## src/rtl/fracn_pkg.sv

```systemverilog
package fracn_pkg;
  localparam int unsigned CTRL_W_DEF = 32;
  localparam int unsigned FRAC_W_DEF = 8;
  localparam int unsigned F_W_DEF    = 13;

  typedef enum logic {
    DSEL_BASE  = 1'b0,
    DSEL_PLUS1 = 1'b1
  } dsel_e;
endpackage

```

## src/rtl/fracn_cfg_reg.sv

```systemverilog
module fracn_cfg_reg #(
  parameter int unsigned CTRL_W = 32,
  parameter int unsigned FRAC_W = 8,
  parameter int unsigned EN_POS = 31,
  parameter int unsigned F_LSB  = 8,
  parameter int unsigned P_LSB  = 0
) (
  input  logic              clk,
  input  logic              rst,
  input  logic              wr,
  input  logic [CTRL_W-1:0] wdata,
  input  logic              commit,
  output logic              cur_en,
  output logic [FRAC_W-1:0] cur_f,
  output logic [FRAC_W-1:0] cur_p,
  output logic              err
);
  logic              wr_en;
  logic [FRAC_W-1:0] wr_f;
  logic [FRAC_W-1:0] wr_p;
  logic              wr_ok;

  logic              stg_v;
  logic              stg_en;
  logic [FRAC_W-1:0] stg_f;
  logic [FRAC_W-1:0] stg_p;
  logic              act_en;
  logic [FRAC_W-1:0] act_f;
  logic [FRAC_W-1:0] act_p;
  logic              err_q;

  assign wr_en = wdata[EN_POS];
  assign wr_f  = wdata[F_LSB +: FRAC_W];
  assign wr_p  = wdata[P_LSB +: FRAC_W];
  assign wr_ok = (wr_f < wr_p);

  always_ff @(posedge clk) begin
    if (rst) begin
      stg_v  <= 1'b0;
      stg_en <= 1'b0;
      stg_f  <= '0;
      stg_p  <= '0;
      act_en <= 1'b0;
      act_f  <= '0;
      act_p  <= '0;
      err_q  <= 1'b0;
    end else begin
      if (commit && stg_v) begin
        act_en <= stg_en;
        act_f  <= stg_f;
        act_p  <= stg_p;
        stg_v  <= 1'b0;
      end
      if (wr) begin
        if (wr_ok) begin
          stg_v  <= 1'b1;
          stg_en <= wr_en;
          stg_f  <= wr_f;
          stg_p  <= wr_p;
          err_q  <= 1'b0;
        end else begin
          err_q  <= 1'b1;
        end
      end
    end
  end

  always_comb begin
    if (commit && stg_v) begin
      cur_en = stg_en;
      cur_f  = stg_f;
      cur_p  = stg_p;
    end else begin
      cur_en = act_en;
      cur_f  = act_f;
      cur_p  = act_p;
    end
  end

  assign err = err_q;
endmodule

```

## src/rtl/fracn_accum.sv

```systemverilog
module fracn_accum #(
  parameter int unsigned FRAC_W = 8
) (
  input  logic              clk,
  input  logic              rst,
  input  logic              tick,
  input  logic              en,
  input  logic [FRAC_W-1:0] f,
  input  logic [FRAC_W-1:0] p,
  output logic              at_boundary,
  output logic              hit,
  output logic              first
);
  localparam int unsigned SUM_W = FRAC_W + 1;

  logic [FRAC_W-1:0] acc_q;
  logic [FRAC_W-1:0] idx_q;
  logic [FRAC_W-1:0] acc_base;
  logic [SUM_W-1:0]  sum;
  logic [SUM_W-1:0]  sum_wrap;
  logic              frac_on;
  logic              last_idx;

  assign at_boundary = (idx_q == '0);
  assign frac_on     = en && (f != '0);
  assign acc_base    = at_boundary ? '0 : acc_q;
  assign sum         = {1'b0, acc_base} + {1'b0, f};
  assign hit         = frac_on && (sum >= {1'b0, p});
  assign sum_wrap    = hit ? (sum - {1'b0, p}) : sum;
  assign last_idx    = ({1'b0, idx_q} + 1'b1) >= {1'b0, p};
  assign first       = frac_on ? at_boundary : 1'b1;

  always_ff @(posedge clk) begin
    if (rst) begin
      acc_q <= '0;
      idx_q <= '0;
    end else if (tick) begin
      if (frac_on) begin
        acc_q <= sum_wrap[FRAC_W-1:0];
        idx_q <= last_idx ? '0 : idx_q + 1'b1;
      end else begin
        acc_q <= '0;
        idx_q <= '0;
      end
    end
  end
endmodule

```

## src/rtl/fracn_div_out.sv

```systemverilog
module fracn_div_out
  import fracn_pkg::*;
#(
  parameter int unsigned F_W = 13
) (
  input  logic         clk,
  input  logic         rst,
  input  logic         tick,
  input  logic         hit,
  input  logic         first,
  input  logic [F_W-1:0] int_div,
  output logic [F_W:0] div_value,
  output logic         period_start
);
  dsel_e sel;

  assign sel = hit ? DSEL_PLUS1 : DSEL_BASE;

  always_ff @(posedge clk) begin
    if (rst) begin
      div_value    <= '0;
      period_start <= 1'b0;
    end else begin
      period_start <= tick && first;
      if (tick) begin
        if (sel == DSEL_PLUS1) div_value <= {1'b0, int_div} + 1'b1;
        else                   div_value <= {1'b0, int_div};
      end
    end
  end
endmodule

```

## src/rtl/fracn_modulus_ctrl.sv

```systemverilog
module fracn_modulus_ctrl #(
  parameter int unsigned CTRL_W = fracn_pkg::CTRL_W_DEF,
  parameter int unsigned FRAC_W = fracn_pkg::FRAC_W_DEF,
  parameter int unsigned F_W    = fracn_pkg::F_W_DEF,
  parameter int unsigned EN_POS = 31,
  parameter int unsigned F_LSB  = 8,
  parameter int unsigned P_LSB  = 0
) (
  input  logic              clk,
  input  logic              rst,
  input  logic              ref_tick,
  input  logic              cfg_wr,
  input  logic [CTRL_W-1:0] cfg_data,
  input  logic [F_W-1:0]    int_div,
  output logic [F_W:0]      div_value,
  output logic              period_start,
  output logic              cfg_err
);
  logic              cur_en;
  logic [FRAC_W-1:0] cur_f;
  logic [FRAC_W-1:0] cur_p;
  logic              at_boundary;
  logic              hit;
  logic              first;
  logic              commit;

  assign commit = ref_tick && at_boundary;

  fracn_cfg_reg #(
    .CTRL_W(CTRL_W), .FRAC_W(FRAC_W), .EN_POS(EN_POS), .F_LSB(F_LSB), .P_LSB(P_LSB)
  ) u_cfg (
    .clk(clk), .rst(rst), .wr(cfg_wr), .wdata(cfg_data), .commit(commit),
    .cur_en(cur_en), .cur_f(cur_f), .cur_p(cur_p), .err(cfg_err)
  );

  fracn_accum #(.FRAC_W(FRAC_W)) u_acc (
    .clk(clk), .rst(rst), .tick(ref_tick), .en(cur_en), .f(cur_f), .p(cur_p),
    .at_boundary(at_boundary), .hit(hit), .first(first)
  );

  fracn_div_out #(.F_W(F_W)) u_out (
    .clk(clk), .rst(rst), .tick(ref_tick), .hit(hit), .first(first),
    .int_div(int_div), .div_value(div_value), .period_start(period_start)
  );
endmodule

```

## config.mk

```make
export PLATFORM = sky130hd
export DESIGN_NAME = fracn_modulus_ctrl
export DESIGN_NICKNAME = d
export VERILOG_FILES = /design/src/rtl/fracn_pkg.sv /design/src/rtl/fracn_cfg_reg.sv /design/src/rtl/fracn_accum.sv /design/src/rtl/fracn_div_out.sv /design/src/rtl/fracn_modulus_ctrl.sv
export SDC_FILE = /design/constraint.sdc
export NUM_CORES = 1
export LEC_CHECK = 0
export BUFFER_PORTS_ARGS = -buffer_cell sky130_fd_sc_hd__buf_2
export CAP_MARGIN = 20
export CORE_MARGIN = 2
export CORE_UTILIZATION = 35
export DETAILED_ROUTE_END_ITERATION = 8
export PLACE_DENSITY_LB_ADDON = 0.25
export SKIP_LAST_GASP = 1
export SLEW_MARGIN = 25
export SYNTH_ARGS = -nofsm -noshare
export SYNTH_HDL_FRONTEND = slang
export SYNTH_SLANG_ARGS = --single-unit
```

## constraint.sdc

```tcl
create_clock -name clk -period 14.7 [get_ports clk]
set_clock_uncertainty 0.05 [all_clocks]
set_input_delay 0 -clock clk [delete_from_list [all_inputs] [get_ports clk]]
set_output_delay 0 -clock clk [all_outputs]
set_load 0.02 [all_outputs]
```

==> flow_summary.toml <==
[run_status]
outcome = "complete, no violations"

[synthesis]
yosysTopAreaCell = "dfxtp_1"
seq_area_frac_synth_pct = 31.5
synthSimpleGateAreaFrac_pct = 23.2
synth_xor_area_share_pct = 3.91
muxShareOfSynthArea_pct = 9.74
synthTopCellsByArea = "dfxtp_1, ha_1, mux2i_1"
synth_top_family_by_area = "simple AND/OR/NAND/NOR gates"
ys_warn_count = 0
synth_fa_ha_area_share_pct = 10.5
ys_ff_latch = 67
async_flop_share_pct = 0
syn_avg_cell_area_um2 = 8.74
netlist_area_mm2 = 0.00425
post-synth-top-area-fraction_pct = 31.5
synth_nets = 571
syn_inst = 487
synth_compound_area_share_pct = 17.2
synth_flop_cell = "dfxtp_1"
synth-edff-count = 0
ys_types = 59

[placement]
place_congestion = 0.871
portBuffers = 49
place.detailed.hpwl_um = 7780

[global_route]
grt_max_degree = 73
grtUsageTotal_pct = 17.4
grt_pass1_vias = 3669
grt_pass1_wl_um = 18000
grt_antenna_before_repair = 0
grt_overflow = 0

[clock_tree]
clkSinkCount = 67
clock_path_buffers = 2
clock_latency_ns = 0.33
post-cts-setup-buffers = 0
cts_root_buf = "clkbuf_16"
cts_resized = 0
htreeDepth = 3
clk_pin_slew_worst_paths_ns = 0.05
cts_tree = "done"
cts_buffers = 9

[floorplan]
die_area_mm2 = 0.0131
die_h_um = 114
core-area_mm2 = 0.0120
initial_core_util_pct = 35.6
num_io_pins = 65
chipWidth_um = 114
rows = 40

[critical_path]
rr_startpoint = "u_acc.idx_q[0]$_SDFFE_PP0P_"
path_common_cell = "ha_1"
critPathSlowestCell = "dlygate4sd3_1"
critical_path_depth = 21
regToRegEndpoint = "u_out.div_value[10]$_SDFFE_PP0P_"
cp-start-kind = "flop"
cp_top_family = "compound AO/OA/AOI/OAI gates"
critPathCapture = "u_out.div_value[10]$_SDFFE_PP0P_"
worstPathCellList = "inv_1 -> ha_1 -> nor4b_4 -> nand4_1 -> buf_4 -> mux2_2 -> ha_1 -> ha_1 -> nor4_1 -> a21oi_1 -> a211o_1 -> a21oi_1 -> xnor2_1 -> ha_1 -> nand4_1 -> o21ai_0 -> o31ai_4 -> a21oi_2 -> nand4_1 -> dlygate4sd3_1 -> a311oi_2"
crit_path_end_kind = "flop"
worstSetupStartpoint = "u_acc.idx_q[0]$_SDFFE_PP0P_"
crit_type = "flop to flop"
arrival_ns = 6.01
critPathMaxStageDelay_ns = 0.58
reg2reg_slack_ns = 8.88
crit_buf_inv = 3
path_max_fanout = 20
r2r.worst_path.cells = 21
required_ns = 14.89

[timing]
maxSlewViolCount = 0
final.period_utilization_pct = 39.6
timing.slew.headroom_pct = 30.2
fin_setup_tns_ns = 0
fmax_ghz = 0.172
hold_violations = 0
setup_viol = 0
rsz0062_at_grt = "false"
tightest_slew_ns = 1.04
min_period_ns = 5.82
holdWs_ns = 0.0115

[pwr]
power_density_mw_per_mm2 = 96.0
p_leak_nw = 2.33
irDropWorstVdd_v = 0.0000517
power_w = 0.000502

[finish]
final_util_pct = 43.7
layout_common_cells = "dfxtp_1, buf_2, nor2_1, nand2b_1, ha_1"
nets = 641
drive_above_1_share_pct = 15.1
area_growth_pct = 22.9
diodes = 0
n_fill_cell = 1151
layout_commonest_cell = "dfxtp_1"

[detailed_routing]
vias_per_cell = 5.23
vias = 3708
drtAntennaViolNets = 0
totalWireLength_um = 10800
drtIter0Drc = 303
drc = 0
drt_pre_antenna_iters = 6
wl_per_cell_um = 15.2

[min_path]
hold_start = "int_div[9]"
hp-class = "input pin to flop"

[run]
cap_viol_max_count = 0
layer usage:
layer  share of wire, %  GRT usage [%]  vias up
li1                   -              -     1889
met1                 47           23.0     1746
met2                 48           28.4       59
met3                3.4           3.49       14
met4                1.5           5.69        0
met5                  0              0        -
worst reg2reg max path: stages (launching register included):
cell and delay, ns:
dfxtp_1 0.35, inv_1 0.10, ha_1 0.15, nor4b_4 0.41, nand4_1 0.14, buf_4 0.26
mux2_2 0.32, ha_1 0.25, ha_1 0.22, nor4_1 0.40, a21oi_1 0.22, a211o_1 0.34
a21oi_1 0.19, xnor2_1 0.12, ha_1 0.36, nand4_1 0.11, o21ai_0 0.30, o31ai_4 0.18
a21oi_2 0.31, nand4_1 0.12, dlygate4sd3_1 0.58, a311oi_2 0.23
stage by stage:
step	setup slack (ns)	instance area [um2]	instances
finish	8.88	5230	709
global route	8.50	5230	709
CTS	8.93	5230	709
detailed placement	9.00	4610	664
global placement	9.13	4610	664
floorplan	9.96	4250	487
registers in the layout, indices dropped and copies added, names as in the netlist, 8 cells and up:
name	cells
u_out.div_value	14
u_cfg.act_f	8
u_acc.acc_q	8
u_cfg.stg_p	8
u_acc.idx_q	8
u_cfg.stg_f	8
u_cfg.act_p	8
cell type report:
| cell class | instances | area [um2] | share of cell area (%) |
|---|---|---|---|
| clock buffers | 11 | 243 | 4.64 |
| clock inverters | 5 | 86.3 | 1.65 |
| inverters | 21 | 78.8 | 1.51 |
| multi-input cells | 378 | 2740 | 52.5 |
| flip-flops and latches | 67 | 1340 | 25.7 |
| well taps | 147 | 184 | 3.52 |
| repair buffers | 80 | 551 | 10.5 |
synthesized netlist by cell type, types with 11 or more instances:
library cell  instances
nand3_1              13
a21o_1               11
nand2_1              28
nand2b_1             38
a21oi_1              22
dfxtp_1              67
clkbuf_1             13
mux2i_1              32
inv_1                20
nor2_1               38
ha_1                 34
and2_1               13
o21ai_0              19
xnor2_1              16
how the worst min path moves through the flow:
stage / cells past startpoint / to
floorplan: 2 / u_out.div_value[13]$_SDFFE_PP0P_
global placement: 3 / u_cfg.stg_en$_SDFFE_PP0P_
detailed placement: 3 / u_cfg.stg_en$_SDFFE_PP0P_
CTS: 3 / u_out.div_value[9]$_SDFFE_PP0P_
global route: 3 / u_out.div_value[9]$_SDFFE_PP0P_
finish: 3 / u_out.div_value[9]$_SDFFE_PP0P_
cell families after synthesis:
| family | after synthesis |
|---|---|
| compound gates | 103 |
| xor+xnor | 19 |
| fa+ha+maj | 35 |
| buf+inv | 42 |
| flops | 67 |
| mux | 40 |
| simple gates | 181 |
where the power goes:
part	switching [W]	total (W)	internal [W]
logic	0.0000390	0.0000718	0.0000327
clock network	0.0000828	0.000237	0.000154
registers	0.00000436	0.000193	0.000189
total	0.000126	0.000502	0.000376
repair_timing:
action | in CTS | in global routing
endpoints found under the hold margin | 29 | 0
setup endpoints to repair | 0 | 0
hold buffers | 29 | 0
(Power assumes the default switching activity.)
